## src/rtl/clkdiv_pkg.sv

```systemverilog
package clkdiv_pkg;

    // How a field value becomes a divide ratio
    typedef enum logic [1:0] {
        ENC_MINUS1 = 2'd0,
        ENC_DIRECT = 2'd1,
        ENC_POW2   = 2'd2,
        ENC_TABLE  = 2'd3
    } div_enc_e;

    localparam int unsigned CTRL_W = 32;

endpackage

```

## src/rtl/clkdiv_decode.sv

```systemverilog
module clkdiv_decode
    import clkdiv_pkg::*;
#(
    parameter div_enc_e    ENC     = ENC_MINUS1,
    parameter int unsigned FW      = 5,
    parameter int unsigned DW      = 8,
    parameter int unsigned MIN_DIV = 1,
    parameter int unsigned MAX_DIV = 31,
    parameter int unsigned NTAB    = 4,
    parameter logic [NTAB*DW-1:0] TABLE = '0
) (
    input  logic [FW-1:0] field_i,
    output logic [DW-1:0] div_o,
    output logic          ok_o
);
    localparam int unsigned WW = 40;

    logic [WW-1:0] wide;
    logic          in_rng;

    generate
        if (ENC == ENC_MINUS1) begin : g_minus1
            assign wide = WW'(field_i) + WW'(1);
        end else if (ENC == ENC_DIRECT) begin : g_direct
            assign wide = WW'(field_i);
        end else if (ENC == ENC_POW2) begin : g_pow2
            // a shift past the word width yields 0, which marks it invalid
            assign wide = WW'(1) << field_i;
        end else begin : g_table
            always_comb begin
                wide = '0;
                for (int i = 0; i < int'(NTAB); i++) begin
                    if (WW'(field_i) == WW'(i)) begin
                        wide = WW'(TABLE[i*DW +: DW]);
                    end
                end
            end
        end
    endgenerate

    always_comb begin
        if (ENC == ENC_TABLE) begin
            in_rng = 1'b1;
        end else begin
            in_rng = (wide >= WW'(MIN_DIV)) && (wide <= WW'(MAX_DIV));
        end
        ok_o  = (wide != '0) && in_rng && ((wide >> DW) == '0);
        div_o = wide[DW-1:0];
    end

endmodule

```

## src/rtl/clkdiv_core.sv

```systemverilog
module clkdiv_core #(
    parameter int unsigned DW = 8
) (
    input  logic          clk_i,
    input  logic          rst_ni,
    input  logic [DW-1:0] rst_div_i,
    input  logic          load_i,
    input  logic [DW-1:0] load_div_i,
    output logic          clk_o,
    output logic [DW-1:0] cnt_o,
    output logic [DW-1:0] act_o
);
    typedef struct packed {
        logic [DW-1:0] cnt;
        logic [DW-1:0] act;
        logic [DW-1:0] pend;
        logic          pend_vld;
        logic          high;
    } core_st_t;

    core_st_t st_d, st_q;

    always_comb begin
        st_d = st_q;
        if (st_q.cnt == st_q.act - DW'(1)) begin
            // end of period: the only place a new ratio may enter
            st_d.cnt = '0;
            if (st_q.pend_vld) begin
                st_d.act      = st_q.pend;
                st_d.pend_vld = 1'b0;
            end
        end else begin
            st_d.cnt = st_q.cnt + DW'(1);
        end
        if (load_i) begin
            st_d.pend     = load_div_i;
            st_d.pend_vld = 1'b1;
        end
        st_d.high = st_d.cnt < (st_d.act >> 1);
    end

    always_ff @(posedge clk_i or negedge rst_ni) begin
        if (!rst_ni) begin
            st_q.cnt      <= '0;
            st_q.act      <= rst_div_i;
            st_q.pend     <= '0;
            st_q.pend_vld <= 1'b0;
            st_q.high     <= (rst_div_i >> 1) != '0;
        end else begin
            st_q <= st_d;
        end
    end

    assign clk_o = (st_q.act == DW'(1)) ? clk_i : st_q.high;
    assign cnt_o = st_q.cnt;
    assign act_o = st_q.act;

endmodule

```

## src/rtl/clkdiv_regprog.sv

```systemverilog
module clkdiv_regprog
    import clkdiv_pkg::*;
#(
    parameter div_enc_e    ENC       = ENC_MINUS1,
    parameter int unsigned FW        = 5,
    parameter int unsigned DW        = 8,
    parameter int unsigned DIV_LSB   = 0,
    parameter int unsigned MIN_DIV   = 1,
    parameter int unsigned MAX_DIV   = 31,
    parameter int unsigned NTAB      = 4,
    parameter logic [NTAB*DW-1:0] TABLE = {8'd16, 8'd0, 8'd8, 8'd4},
    parameter int unsigned RST_FIELD = 1,
    parameter int unsigned AI_BIT    = 16,
    parameter bit          AI_INV    = 1'b0,
    parameter bit          LATCH_EN  = 1'b0,
    parameter int unsigned LATCH_BIT = 17
) (
    input  logic              clk_i,
    input  logic              rst_ni,
    input  logic              wr_en_i,
    input  logic [CTRL_W-1:0] wr_data_i,
    output logic [CTRL_W-1:0] rd_data_o,
    output logic              clk_o,
    output logic              autoidle_en_o,
    output logic              err_o
);
    localparam logic [CTRL_W-1:0] RST_WORD = CTRL_W'(RST_FIELD) << DIV_LSB;

    typedef struct packed {
        logic [CTRL_W-1:0] word;
        logic              err;
    } top_st_t;

    top_st_t st_d, st_q;

    logic [FW-1:0] field_w;
    logic [DW-1:0] new_div, rst_div, rst_div_safe, cnt_w, act_w;
    logic          new_ok, rst_ok, commit, load;

    assign field_w = wr_data_i[DIV_LSB +: FW];

    clkdiv_decode #(
        .ENC(ENC), .FW(FW), .DW(DW), .MIN_DIV(MIN_DIV), .MAX_DIV(MAX_DIV),
        .NTAB(NTAB), .TABLE(TABLE)
    ) u_dec_wr (
        .field_i (field_w),
        .div_o   (new_div),
        .ok_o    (new_ok)
    );

    clkdiv_decode #(
        .ENC(ENC), .FW(FW), .DW(DW), .MIN_DIV(MIN_DIV), .MAX_DIV(MAX_DIV),
        .NTAB(NTAB), .TABLE(TABLE)
    ) u_dec_rst (
        .field_i (FW'(RST_FIELD)),
        .div_o   (rst_div),
        .ok_o    (rst_ok)
    );

    assign rst_div_safe = rst_ok ? rst_div : DW'(1);

    always_comb begin
        st_d   = st_q;
        commit = wr_en_i && (!LATCH_EN || wr_data_i[LATCH_BIT]);
        load   = commit && new_ok;
        if (wr_en_i) begin
            st_d.word = wr_data_i;
            if (LATCH_EN) begin
                st_d.word[LATCH_BIT] = 1'b0;
            end
        end
        if (commit && !new_ok) begin
            st_d.err = 1'b1;
        end
    end

    always_ff @(posedge clk_i or negedge rst_ni) begin
        if (!rst_ni) begin
            st_q.word <= RST_WORD;
            st_q.err  <= 1'b0;
        end else begin
            st_q <= st_d;
        end
    end

    clkdiv_core #(.DW(DW)) u_core (
        .clk_i      (clk_i),
        .rst_ni     (rst_ni),
        .rst_div_i  (rst_div_safe),
        .load_i     (load),
        .load_div_i (new_div),
        .clk_o      (clk_o),
        .cnt_o      (cnt_w),
        .act_o      (act_w)
    );

    assign rd_data_o     = st_q.word;
    assign autoidle_en_o = st_q.word[AI_BIT] ^ AI_INV;
    assign err_o         = st_q.err;

endmodule

```

## config.mk

```make
export PLATFORM = sky130hd
export DESIGN_NAME = clkdiv_regprog
export DESIGN_NICKNAME = d
export VERILOG_FILES = /design/src/rtl/clkdiv_pkg.sv /design/src/rtl/clkdiv_decode.sv /design/src/rtl/clkdiv_core.sv /design/src/rtl/clkdiv_regprog.sv
export SDC_FILE = /design/constraint.sdc
export NUM_CORES = 1
export LEC_CHECK = 0
export BUFFER_PORTS_ARGS = -buffer_cell sky130_fd_sc_hd__buf_2
export CORE_AREA = 2 2 76 78
export CTS_CLUSTER_SIZE = 24
export DETAILED_ROUTE_END_ITERATION = 7
export DIE_AREA = 0 0 78 80
export PLACE_DENSITY = 0.77
export RECOVER_POWER = 25
export SLEW_MARGIN = 20
export SYNTH_ARGS = -nofsm -noshare
export SYNTH_HDL_FRONTEND = slang
export SYNTH_SLANG_ARGS = --single-unit
```

## constraint.sdc

```tcl
create_clock -name clk_i -period 4 [get_ports clk_i]
set_clock_uncertainty 0.05 [all_clocks]
set_input_delay 0.2 -clock clk_i [delete_from_list [all_inputs] [get_ports clk_i]]
set_output_delay 0.2 -clock clk_i [all_outputs]
set_load 0.02 [all_outputs]
```

Word level (Yosys, flattened, before mapping). Cells that the tools add are included.

Bits of input ports: 35. Bits in registers: 57. Logic and storage cells: 32. Output and inout bits: 35.

Multiplexer cells: 6. Add/subtract/negate cells: 3. Equal/unequal tests: 2. Magnitude comparators: 3. Reduce and logical (&&, ||, !) cells: 10.

Operator list (number): $logic_not 40->1 const A (1); $reduce_bool 40->1 (1); $mux 8 (3); $add 8x1->8 const B (1); $eq 8x1->1 const B (1); $eq 8x8->1 (1); $lt 8x7->1 (1); $sub 8x1->8 const B (1); $add 5x1->6 const B (1); $ge 6x1->1 const B (1); $le 6x5->1 const B (1); $logic_and 1x1->1 (5); $mux 1 (3); $reduce_and 2->1 (1); $reduce_bool 2->1 (1); $logic_not 1->1 (1).

Depth between registers and ports, before layout.
Depth in word-level cells: 7. Mapped depth: 16. Mapped depth without buffers: 14.

==> reports/summary.log <==
[finish] post-layout instance count excluding filler cells 408
[sta] number of max-slew violations in the final report 93
[cts] Clk Latency, worst-skew pair 0.44 ns
[die] die footprint 0.006240 sq mm
[hold_path] Hold EP rd_data_o[2]
[synthesis] total of warnings raised by yosys 0
[setup_path] start point of the critical path u_core.act_o[1]
[drt] average detailed-routed wire length per instance 16.89 um
[setup_path] worst-path maximum fanout 12
[sta] Fin. Hold Viols 0
[setup_path] classification of the worst setup path reg2reg
[hold_path] launch point of the worst hold path wr_data_i[2]
[pwr] switching pwr 369.2 uW
[finish] leading cell types in the layout, fill and taps excluded sky130_fd_sc_hd__buf_2 (68), sky130_fd_sc_hd__dfrtp_1 (54), sky130_fd_sc_hd__mux2_2 (33)
[placed_design] Placed Cells incl. Taps 358
[global_routing] wire length of the first global-routing pass 11520 um
[cts] clock-pin slew on the worst setup and hold paths 0.06 ns
[synthesis] syn avg cell area 12.32 sq um
[run] max capacitance violation total 2
[global_routing] antenna violations before repair 0
[sta] RSZ-0062 raised after global routing no
[finish] most common library cell in the layout ignoring fill and taps sky130_fd_sc_hd__buf_2
[global_routing] overall track demand over capacity in global routing 24.68%
[pwr] share of total power in combinational logic 14.8%
[sta] Slew HR -102.9%
[finish] Final Net Count 377
[sta] post-route setup TNS 0 ns
[setup_path] number of cells on the worst reg-to-reg path 14
[global_routing] via count of the first global-routing pass 2363
[drt] residual DRC count 0
[setup_path] setup slack, reg-to-reg 0.33 ns
[finish] post-route cell area 0.003680 sq mm
[sta] Peak Freq 272.3 MHz
[pwr] clock network power share 38.8%
[cts] Setup Buffers After CTS 0
[placed_design] detailed placer's ending HPWL 3980 um
[setup_path] Critical Path Source Type register
[drt] number of vias after detailed routing 2096
[die] chip width 78 um
[cts] TritonCTS clock tree done
[die] Top Ports 70
[synthesis] Syn Nets 270
[setup_path] required time at the endpoint of the critical path 4.31 ns
[pwr] Worst IR Drop VDD 0.0003005 V
[synthesis] count of unique library cells instantiated by Yosys 38
[drt] drt pass-1 iters 4
[hold_path] Hold Path Class in2reg
[pwr] Cell Pwr Density 376.7 mW/mm^2
[sta] crit path time final 3.672 ns
[setup_path] reg-to-reg critical path endpoint u_core.st_q[0]
[hold_path] Min-Delay Path Depth 2
[setup_path] Setup crit end kind register
[pwr] switching fraction of total power 26.64%
[pwr] power share of the sequential group 46.4%
[synthesis] count of mapped cells out of synthesis 224
[synthesis] Main synth FF type sky130_fd_sc_hd__dfrtp_1
[die] Initial Util 51.06%
[setup_path] Arr. time, crit path 3.98 ns
[synthesis] fraction of synthesis flops using an asynchronous set or reset pin 100.0%
[setup_path] startpoint of the worst-slack reg-to-reg timing path u_core.act_o[1]
[placed_design] global placer's final weighted congestion 0.7952
[global_routing] Overflow after GRT 0
[finish] area growth from synthesis to final layout 33.32%
[drt] Post-DRT Antenna Nets 0
[cts] Post-CTS Hold Fix Bufs 31
[pwr] Lkg Pwr 1.749 nW
[cts] Post-CTS Resized 0
[synthesis] netlist area before placement 0.002760 sq mm
[placed_design] count of buffers from port buffering 69
[sta] slew of the pin with the lowest slew margin 3.043 ns
[placed_design] cell area after placement 0.003167 sq mm
[sta] share of the clock period used by the worst path 91.79%
[finish] number of diodes added for antenna fixing 0
[status] failing checks max-capacitance violations, max-slew violations
[die] Rows 27
[pwr] internal power of the cells 1.017 mW
[finish] fraction of layout instances using a drive strength above 1 38.99%
[drt] via-per-instance ratio 5.137
[global_routing] largest net degree at the start of global routing 58
[die] die outline height 80 um
[die] Core Area 0.005405 sq mm
[status] status finished with violations
[synthesis] share of synthesized area occupied by flip-flops and latches 51.81%
[synthesis] Seq cells post-synth 57
[synthesis] number of flops mapped to enable cells by yosys 0
[sta] setup-violating endpoint count in the final report 0
[drt] wire length reported by the detailed router 6893 um
[drt] number of DRC markers after the initial detailed-route iteration 122
-- cell usage after synthesis, drive strengths merged (2+ instances only) --
cell    number  area [sq um]
dfrtp       54          1351
mux2        39         450.4
nor2        17         63.81
ha          11         137.6
inv         10         37.53
a21oi        9         45.04
xnor2        9         78.83
xor2         9         78.83
mux2i        8         80.08
nand3        7         35.03
clkbuf       6         22.52
nand2        6         25.03
and3         5         31.28
buf          4         28.78
dfstp        3         78.83
o21ai        3         15.01
a211oi       2         15.01
a21o         2         15.01
a311oi       2         17.52
and2         2         12.51
nor2b        2         12.51
nor3         2         10.01
o211ai       2         15.01
o21bai       2         15.01
or2          2         12.51
-- registers in the layout (all words and copies together), names as in the netlist --
signal / count
rd_data_o: 32
err_o: 1
u_core.act_o: 8
u_core.st_q: 8
u_core.cnt_o: 8
-- power groups by stage --
| stage | sequential (mW) | combinational (mW) | clock (mW) |
|---|---|---|---|
| floorplan | 0.693 | 0.0576 | 0.000220 |
| global placement | 0.649 | 0.174 | 0.000220 |
| detailed placement | 0.650 | 0.176 | 0.000220 |
| CTS | 0.641 | 0.199 | 0.546 |
| global route | 0.648 | 0.220 | 0.576 |
| finish | 0.643 | 0.205 | 0.538 |
-- critical path: stages, from the launching register on --
cell	delay, ns
sky130_fd_sc_hd__dfstp_2	0.59
sky130_fd_sc_hd__inv_1	0.08
sky130_fd_sc_hd__ha_1	0.29
sky130_fd_sc_hd__or4_1	0.53
sky130_fd_sc_hd__mux2i_1	0.14
sky130_fd_sc_hd__o21ai_1	0.12
sky130_fd_sc_hd__a2111oi_4	0.36
sky130_fd_sc_hd__buf_4	0.25
sky130_fd_sc_hd__nor2_1	0.09
sky130_fd_sc_hd__ha_1	0.31
sky130_fd_sc_hd__and3_1	0.18
sky130_fd_sc_hd__nand3_1	0.09
sky130_fd_sc_hd__or2_2	0.29
sky130_fd_sc_hd__a21oi_1	0.16
sky130_fd_sc_hd__a211oi_1	0.06
-- layer usage --
layer / track usage [%] / wire, um / vias to the layer above / part of all wire, %
met5: 0 / 0 / - / 0
met4: 10.88 / 81 / 0 / 1.2
met3: 8.710 / 433 / 9 / 6.3
met2: 41.90 / 3544 / 74 / 51
met1: 28.20 / 2833 / 1011 / 41
li1: - / - / 1002 / -
-- kinds of logic after synthesis --
kind of cell             synth area share [%]
flip-flops                              51.81
multiplexers                            19.22
AND/OR/NAND/NOR                         8.386
AO/OA/AOI/OAI                           6.663
buffers and inverters                   3.218
XOR/XNOR                                5.712
adder cells (fa/ha/maj)                 4.986
-- how the worst max path moves through the flow --
stage                           to  slack (ns)  depth (start not counted)
detailed placement  u_core.st_q[0]        0.34                         14
global placement    u_core.st_q[0]        0.45                         14
CTS                 u_core.st_q[0]        0.33                         14
finish              u_core.st_q[0]        0.33                         14
global route        u_core.st_q[0]        0.10                         14
floorplan           u_core.st_q[0]        0.42                         14
-- metrics by stage --
step	utilization (%)	total power, mW	hold slack [ns]	setup slack [ns]
after CTS	68.17	1.386	0.008463	0.3327
after global routing	68.08	1.444	0.02113	0.1037
after global placement	58.59	0.8225	0.3299	0.4513
after floorplan	-	0.7509	-0.1456	0.4210
final	68.08	1.386	0.02465	0.3282
after detailed placement	58.59	0.8262	0.3224	0.3434
-- area by class of cell --
class                           count  area, sq um
Timing Repair Buffer              102        668.1
Clock buffer                       17        195.2
Multi-Input combinational cell    147         1241
Clock inverter                      3        17.52
Tap cell                           72        90.09
Sequential cell                    57         1430
Fill cell                         392         1725
Inverter                           10        37.54
No activity file was read; power rests on OpenSTA's default activity.
